### src/rtl/gpio_irq_pkg.sv
package gpio_irq_pkg;

  typedef enum logic [1:0] {
    TRIG_OFF        = 2'd0,
    TRIG_LEVEL      = 2'd1,
    TRIG_ONE_EDGE   = 2'd2,
    TRIG_BOTH_EDGES = 2'd3
  } trig_kind_e;

  typedef struct packed {
    logic       irq_en;
    logic       polarity;
    trig_kind_e kind;
    logic       is_out;
    logic       enable;
  } pin_cfg_t;

  localparam int          WIN_SHIFT  = 5;
  localparam logic [4:0]  OFS_CFG    = 5'h00;
  localparam logic [4:0]  OFS_DBNC   = 5'h04;
  localparam logic [4:0]  OFS_LEVEL  = 5'h08;
  localparam logic [4:0]  OFS_FLOAT  = 5'h0C;
  localparam logic [4:0]  OFS_DRIVE  = 5'h10;
  localparam logic [4:0]  OFS_CLEAR  = 5'h14;
  localparam int          STAT_BASE  = 'h100;
  localparam int          STAT_SLOT  = 1;
  localparam int          CFG_BITS   = 7;

  function automatic logic [CFG_BITS-1:0] cfg_to_word(input pin_cfg_t c);
    logic [CFG_BITS-1:0] w;
    w    = '0;
    w[0] = c.enable;
    w[1] = c.is_out;
    w[3:2] = c.kind;
    w[4] = c.polarity;
    w[6] = c.irq_en;
    return w;
  endfunction

  function automatic pin_cfg_t word_to_cfg(input logic [CFG_BITS-1:0] w);
    pin_cfg_t c;
    c.enable   = w[0];
    c.is_out   = w[1];
    c.kind     = trig_kind_e'(w[3:2]);
    c.polarity = w[4];
    c.irq_en   = w[6];
    return c;
  endfunction

endpackage

### src/rtl/gpio_debounce.sv
module gpio_debounce #(
  parameter int CNT_W = 8
) (
  input  logic             clk,
  input  logic             rst_n,
  input  logic             raw,
  input  logic [CNT_W-1:0] thr,
  output logic             level_o
);
  logic             sync_a, sync_b, settled;
  logic [CNT_W-1:0] run_len;

  always_ff @(posedge clk or negedge rst_n) begin
    if (!rst_n) begin
      sync_a  <= 1'b0;
      sync_b  <= 1'b0;
      settled <= 1'b0;
      run_len <= '0;
    end else begin
      sync_a <= raw;
      sync_b <= sync_a;
      if (thr == '0) begin
        settled <= sync_b;
        run_len <= '0;
      end else if (sync_b == settled) begin
        run_len <= '0;
      end else if (run_len == thr - CNT_W'(1)) begin
        settled <= sync_b;
        run_len <= '0;
      end else begin
        run_len <= run_len + CNT_W'(1);
      end
    end
  end

  assign level_o = settled;
endmodule

### src/rtl/gpio_trigger.sv
module gpio_trigger
  import gpio_irq_pkg::*;
(
  input  logic     clk,
  input  logic     rst_n,
  input  logic     level,
  input  pin_cfg_t cfg,
  input  logic     clr,
  output logic     pending_o
);
  logic prev_level, pending, hit, rise, fall;

  assign rise = level & ~prev_level;
  assign fall = ~level & prev_level;

  always_comb begin
    unique case (cfg.kind)
      TRIG_OFF:        hit = 1'b0;
      TRIG_LEVEL:      hit = (level == cfg.polarity);
      TRIG_ONE_EDGE:   hit = cfg.polarity ? rise : fall;
      TRIG_BOTH_EDGES: hit = rise | fall;
      default:         hit = 1'b0;
    endcase
  end

  always_ff @(posedge clk or negedge rst_n) begin
    if (!rst_n) begin
      prev_level <= 1'b0;
      pending    <= 1'b0;
    end else begin
      prev_level <= level;
      pending    <= (pending & ~clr) | (cfg.enable & hit);
    end
  end

  assign pending_o = pending;
endmodule

### src/rtl/gpio_pin_regs.sv
module gpio_pin_regs
  import gpio_irq_pkg::*;
#(
  parameter int CNT_W = 8
) (
  input  logic             clk,
  input  logic             rst_n,
  input  logic             wr_en,
  input  logic [4:0]       ofs,
  input  logic [CNT_W-1:0] wdata,
  output pin_cfg_t         cfg,
  output logic [CNT_W-1:0] thr,
  output logic             float_q,
  output logic             drive_q,
  output logic             clr_pulse
);
  localparam int LOW_W = (CNT_W > CFG_BITS) ? CNT_W : CFG_BITS;
  logic [LOW_W-1:0] wd;
  assign wd = LOW_W'(wdata);

  always_ff @(posedge clk or negedge rst_n) begin
    if (!rst_n) begin
      cfg     <= '0;
      thr     <= '0;
      float_q <= 1'b0;
      drive_q <= 1'b0;
    end else if (wr_en) begin
      unique case (ofs)
        OFS_CFG:   cfg     <= word_to_cfg(wd[CFG_BITS-1:0]);
        OFS_DBNC:  thr     <= wd[CNT_W-1:0];
        OFS_FLOAT: float_q <= wd[0];
        OFS_DRIVE: drive_q <= wd[0];
        default:   ;
      endcase
    end
  end

  assign clr_pulse = wr_en && (ofs == OFS_CLEAR) && wd[0];
endmodule

### src/rtl/gpio_irq_port.sv
module gpio_irq_port
  import gpio_irq_pkg::*;
#(
  parameter int NUM_PINS = 8,
  parameter int ADDR_W   = 12,
  parameter int DATA_W   = 32,
  parameter int CNT_W    = 8
) (
  input  logic              clk,
  input  logic              rst_n,
  input  logic [ADDR_W-1:0] bus_addr,
  input  logic [DATA_W-1:0] bus_wdata,
  input  logic              bus_we,
  output logic [DATA_W-1:0] bus_rdata,
  input  logic [NUM_PINS-1:0] pad_in,
  output logic [NUM_PINS-1:0] pad_out,
  output logic [NUM_PINS-1:0] pad_oe,
  output logic              irq
);
  localparam int IDX_W = ADDR_W - WIN_SHIFT;
  localparam int SEL_W = (NUM_PINS > 1) ? $clog2(NUM_PINS) : 1;
  localparam logic [ADDR_W-1:0] STAT_ADDR = ADDR_W'(STAT_BASE + 4 * STAT_SLOT);

  logic [IDX_W-1:0]  win_idx;
  logic [4:0]        ofs;
  logic              pin_ok;
  logic [SEL_W-1:0]  sel;
  logic [DATA_W-1:0] rd_next;
  logic              unused_wdata;

  pin_cfg_t          cfg_v   [NUM_PINS];
  logic [CNT_W-1:0]  thr_v   [NUM_PINS];
  logic [NUM_PINS-1:0] en_vec, ie_vec, pend_vec, clr_vec;
  logic [NUM_PINS-1:0] level_vec, float_vec, drive_vec;

  assign win_idx = bus_addr[ADDR_W-1:WIN_SHIFT];
  assign ofs     = bus_addr[4:0];
  assign pin_ok  = (32'(bus_addr) < STAT_BASE) && (32'(win_idx) < NUM_PINS);
  assign sel     = SEL_W'(win_idx);
  assign unused_wdata = ^bus_wdata;

  for (genvar i = 0; i < NUM_PINS; i++) begin : g_pin
    logic wr_here;
    assign wr_here = bus_we && pin_ok && (32'(win_idx) == i);

    gpio_pin_regs #(.CNT_W(CNT_W)) u_regs (
      .clk      (clk),
      .rst_n    (rst_n),
      .wr_en    (wr_here),
      .ofs      (ofs),
      .wdata    (bus_wdata[CNT_W-1:0]),
      .cfg      (cfg_v[i]),
      .thr      (thr_v[i]),
      .float_q  (float_vec[i]),
      .drive_q  (drive_vec[i]),
      .clr_pulse(clr_vec[i])
    );

    gpio_debounce #(.CNT_W(CNT_W)) u_dbnc (
      .clk    (clk),
      .rst_n  (rst_n),
      .raw    (pad_in[i]),
      .thr    (thr_v[i]),
      .level_o(level_vec[i])
    );

    gpio_trigger u_trig (
      .clk      (clk),
      .rst_n    (rst_n),
      .level    (level_vec[i]),
      .cfg      (cfg_v[i]),
      .clr      (clr_vec[i]),
      .pending_o(pend_vec[i])
    );

    assign en_vec[i]  = cfg_v[i].enable;
    assign ie_vec[i]  = cfg_v[i].irq_en;
    assign pad_oe[i]  = cfg_v[i].enable & cfg_v[i].is_out & ~float_vec[i];
    assign pad_out[i] = pad_oe[i] & drive_vec[i];
  end

  assign irq = |(pend_vec & ie_vec);

  always_comb begin
    rd_next = '0;
    if (pin_ok) begin
      unique case (ofs)
        OFS_CFG:   rd_next = DATA_W'(cfg_to_word(cfg_v[sel]));
        OFS_DBNC:  rd_next = DATA_W'(thr_v[sel]);
        OFS_LEVEL: rd_next = DATA_W'(level_vec[sel]);
        OFS_FLOAT: rd_next = DATA_W'(float_vec[sel]);
        OFS_DRIVE: rd_next = DATA_W'(drive_vec[sel]);
        default:   rd_next = '0;
      endcase
    end else if (bus_addr == STAT_ADDR) begin
      rd_next = DATA_W'(pend_vec);
    end
  end

  always_ff @(posedge clk or negedge rst_n) begin
    if (!rst_n) bus_rdata <= '0;
    else        bus_rdata <= rd_next;
  end
endmodule

### config.mk
export PLATFORM = sky130hd
export DESIGN_NAME = gpio_irq_port
export DESIGN_NICKNAME = d
export VERILOG_FILES = /design/src/rtl/gpio_irq_pkg.sv /design/src/rtl/gpio_debounce.sv /design/src/rtl/gpio_trigger.sv /design/src/rtl/gpio_pin_regs.sv /design/src/rtl/gpio_irq_port.sv
export SDC_FILE = /design/constraint.sdc
export NUM_CORES = 1
export LEC_CHECK = 0
export ABC_AREA = 1
export BUFFER_PORTS_ARGS = -buffer_cell sky130_fd_sc_hd__buf_2
export CELL_PAD_IN_SITES_DETAIL_PLACEMENT = 0
export CELL_PAD_IN_SITES_GLOBAL_PLACEMENT = 1
export CORE_ASPECT_RATIO = 1.25
export CORE_MARGIN = 2
export CORE_UTILIZATION = 45
export DETAILED_ROUTE_END_ITERATION = 10
export GPL_ROUTABILITY_DRIVEN = 0
export GPL_TIMING_DRIVEN = 0
export PLACE_DENSITY = 0.9
export SLEW_MARGIN = 5
export SYNTH_ARGS = -nofsm -noshare
export SYNTH_HDL_FRONTEND = slang
export SYNTH_SLANG_ARGS = --single-unit
### constraint.sdc
create_clock -name clk -period 1.9 [get_ports clk]
set_input_delay 0.285 -clock clk [delete_from_list [all_inputs] [get_ports clk]]
set_output_delay 0.285 -clock clk [all_outputs]
set_load 0.02 [all_outputs]
==> results.cfg <==
[outcome]
run_status = complete, no violations

[place]
placed_area_um2 = 15030
post-dp-hpwl_um = 29010
numPortBuffers = 52
dp_slack_ns = -0.3055
placed_cells = 2291

[drt]
drc = 0
vias = 12200
dr.first_iter.drc_count = 1066
routedWlPerCell_um = 16.24
ant_nets = 0
viasPerCell = 5.181
wirelength_um = 38220
dr.pass1.iters = 5

[critical_path]
crit_fanout = 3
critPathCaptureType = output port
start_kind = flop
slowest_stage = dfrtp_1
crit_top_cell = nand2_1
path_cells = nand2_1, nand2_1, a221oi_2, nand2_1, buf_6
reg2reg_depth = 12
critPathRequiredTime_ns = 1.62
rrSetupSlack_ns = 0.15
path_class = reg -> out
critPathArrivalTime_ns = 1.57
critPathMaxStageDelay_ns = 0.41

[cts]
clk-insertion-delay-late_ns = 0.54
h-tree-depth = 1
cts_max_path_buffers = 3
cts_buffers = 27
cts.sinks = 240
cts.clk_slew.worst_paths_ns = 0.06
clockRootBuffer = clkbuf_16
cts_tree = built

[pwr]
p_clk_share_pct = 47.4
seqPwrFrac_pct = 46.5
finalPower_mw = 11.18
peakVddDrop_uv = 621.3
p_leak_nw = 7.811
p_comb_share_pct = 6.1
powerDensity_nw_per_um2 = 688.4
p_sw_mw = 2.637
p_int_mw = 8.544
switching_share_pct = 23.59

[layout]
layout_common_cells = nand2_1, dfrtp_1, inv_1
fillers = 2965
finalCoreUtilization_pct = 52.56
drive_above_1_share_pct = 15.51
nNetsFinal = 2016
diodes = 0
finalNonFillerCells = 2354
multi_input_area_um2 = 7053
area_growth_syn_to_layout_pct = 15.15
fin_area_um2 = 16240
seq_area_um2 = 6015
final_common_cell = nand2_1

[grt]
grt_max_degree = 94
grt_pass1_wl_um = 61460
grt_antenna_before_repair = 0
grt_pass1_vias = 11780
grt_usage_pct = 23.54
grt_overflow_total = 0

[synth]
yosysUniqueCellTypes = 51
yosysWarnings = 0
ys.flop_type = dfrtp_1
yosysSeqAreaShare_pct = 42.58
synth-edff-count = 0
ys_ff_latch = 240
synth_top_area_cell = dfrtp_1
synthCells = 1807
synthTopCellsByArea = dfrtp_1, nand2_1, inv_1
synth_top_cell_area_share_pct = 42.58
avgSynthCellArea_um2 = 7.806
synth-async-reset-ratio_pct = 100.0
syn_area_um2 = 14100

[timing]
timing.final.hold_violations = 0
worstMarginPinSlew_ns = 1.010
period_share_pct = 97.58
rsz0062_at_grt = no
clock-skew-final_ns = 0.01260
fin_tns_setup_ns = 0
timing.hold.ws_ns = 0.1595
post-route-min-period_ns = 1.854
fmax_ghz = 0.5394
finalSetupViolCount = 0
drv_slew = 0
slew_headroom_pct = 32.66
setup_slack_ns = 0.04593

[floorplanning]
die_y_um = 201.9
pin_count = 104
fp-row-count = 72
design.die.area_um2 = 32790
dieWidth_um = 162.4
coreArea_um2 = 30900
start_util_pct = 45.65

[hold_path]
min_path_type = in -> reg
min_path_cells = 3

[run]
drv_cap = 0
[flip-flops by register name (all words and copies together), names as in the netlist]
| register | count |
|---|---|
| g_pin.u_dbnc.run_len | 64 |
| g_pin.u_regs.thr | 64 |
| g_pin.u_regs.cfg | 48 |
| bus_rdata | 8 |
| g_pin.u_dbnc.level_o | 8 |
| g_pin.u_dbnc.sync_a | 8 |
| g_pin.u_dbnc.sync_b | 8 |
| g_pin.u_regs.drive_q | 8 |
| g_pin.u_regs.float_q | 8 |
| g_pin.u_trig.pending_o | 8 |
| g_pin.u_trig.prev_level | 8 |
[synth_stat cells, types with 5 or more instances]
| cell | count |
|---|---|
| dfrtp_1 | 240 |
| a21oi_1 | 20 |
| a22oi_1 | 13 |
| nand2_2 | 13 |
| o211ai_1 | 13 |
| nor2_1 | 182 |
| xor2_1 | 71 |
| xnor2_1 | 27 |
| nand2_1 | 524 |
| inv_2 | 11 |
| nand3_2 | 7 |
| nor4_1 | 9 |
| nand3_1 | 116 |
| mux2i_1 | 6 |
| buf_6 | 12 |
| nand4_1 | 29 |
| clkbuf_1 | 10 |
| o21ai_2 | 53 |
| nor3_1 | 18 |
| ha_1 | 32 |
| o2111ai_1 | 8 |
| buf_4 | 28 |
| inv_1 | 198 |
| buf_2 | 17 |
| nand3b_1 | 12 |
| o21ai_1 | 59 |
| o21ai_0 | 34 |
| nand2_4 | 5 |
| o31ai_1 | 10 |
[area by class of cell]
type                       count  share of cell area, %
timing repair buffer          70                  2.920
multi-input combinational   1309                  43.43
tap                          407                  3.135
sequential                   240                  37.03
clock buffer                  39                  4.745
clock inverter                 8                 0.7704
inverter                     212                  5.030
buffer                        69                  2.943
[final timing paths]
kind / from / endpoint
worst max register to register: g_pin[7].u_regs.thr[0]$_DFFE_PN0P_ / g_pin[7].u_dbnc.run_len[3]$_DFF_PN0_
max in group asynchronous: rst_n / g_pin[5].u_regs.thr[0]$_DFFE_PN0P_
worst max-delay path: g_pin[3].u_trig.pending_o$_DFF_PN0_ / irq
worst min-delay path: bus_wdata[0] / g_pin[2].u_regs.float_q$_DFFE_PN0P_
min in group asynchronous: rst_n / g_pin[2].u_dbnc.sync_a$_DFF_PN0_
worst min register to register: g_pin[4].u_dbnc.sync_a$_DFF_PN0_ / g_pin[4].u_dbnc.sync_b$_DFF_PN0_
[timing repair]
action	4_1_cts	5_1_grt
pin swaps	1	3
setup buffers	0	7
endpoints found under the hold margin	64	0
resized for setup	14	38
endpoints found under the setup margin	51	73
gates cloned	0	0
hold buffers	9	0
[power by group through the flow]
stage | Clock (mW) | Combinational [mW] | Sequential, mW
after floorplan | 0 | 0.363 | 5.28
after global placement | 0 | 0.630 | 5.29
after detailed placement | 0 | 0.657 | 5.29
after CTS | 5.40 | 0.678 | 5.20
after global routing | 5.63 | 0.756 | 5.20
final | 5.30 | 0.686 | 5.20
[metal layers]
layer	track usage [%]	wire, µm	vias to the layer above
li1	-	-	6018
met1	29.53	15810	5759
met2	41.29	18810	331
met3	3.181	2199	88
met4	8.565	1407	0
met5	0	0	-
[worst max-delay path: cells and delay by family (launching register included)]
family | cells | cell delay (ns)
DFF | 1 | 0.41
and+or+nand+nor | 3 | 0.29
AOI/OAI and AO/OA | 1 | 0.16
buffers and inverters | 1 | 0.16
[kinds of logic after synthesis]
| kind of cell | synth area share, % |
|---|---|
| and+or+nand+nor | 28.63 |
| buffers and inverters | 9.146 |
| DFF | 42.58 |
| AOI/OAI and AO/OA | 10.19 |
| xor gates and xnor gates | 6.085 |
| adders and majority gates | 2.839 |
| muxes | 0.5056 |
| other | 0.02659 |
(Power assumes the default switching activity.)
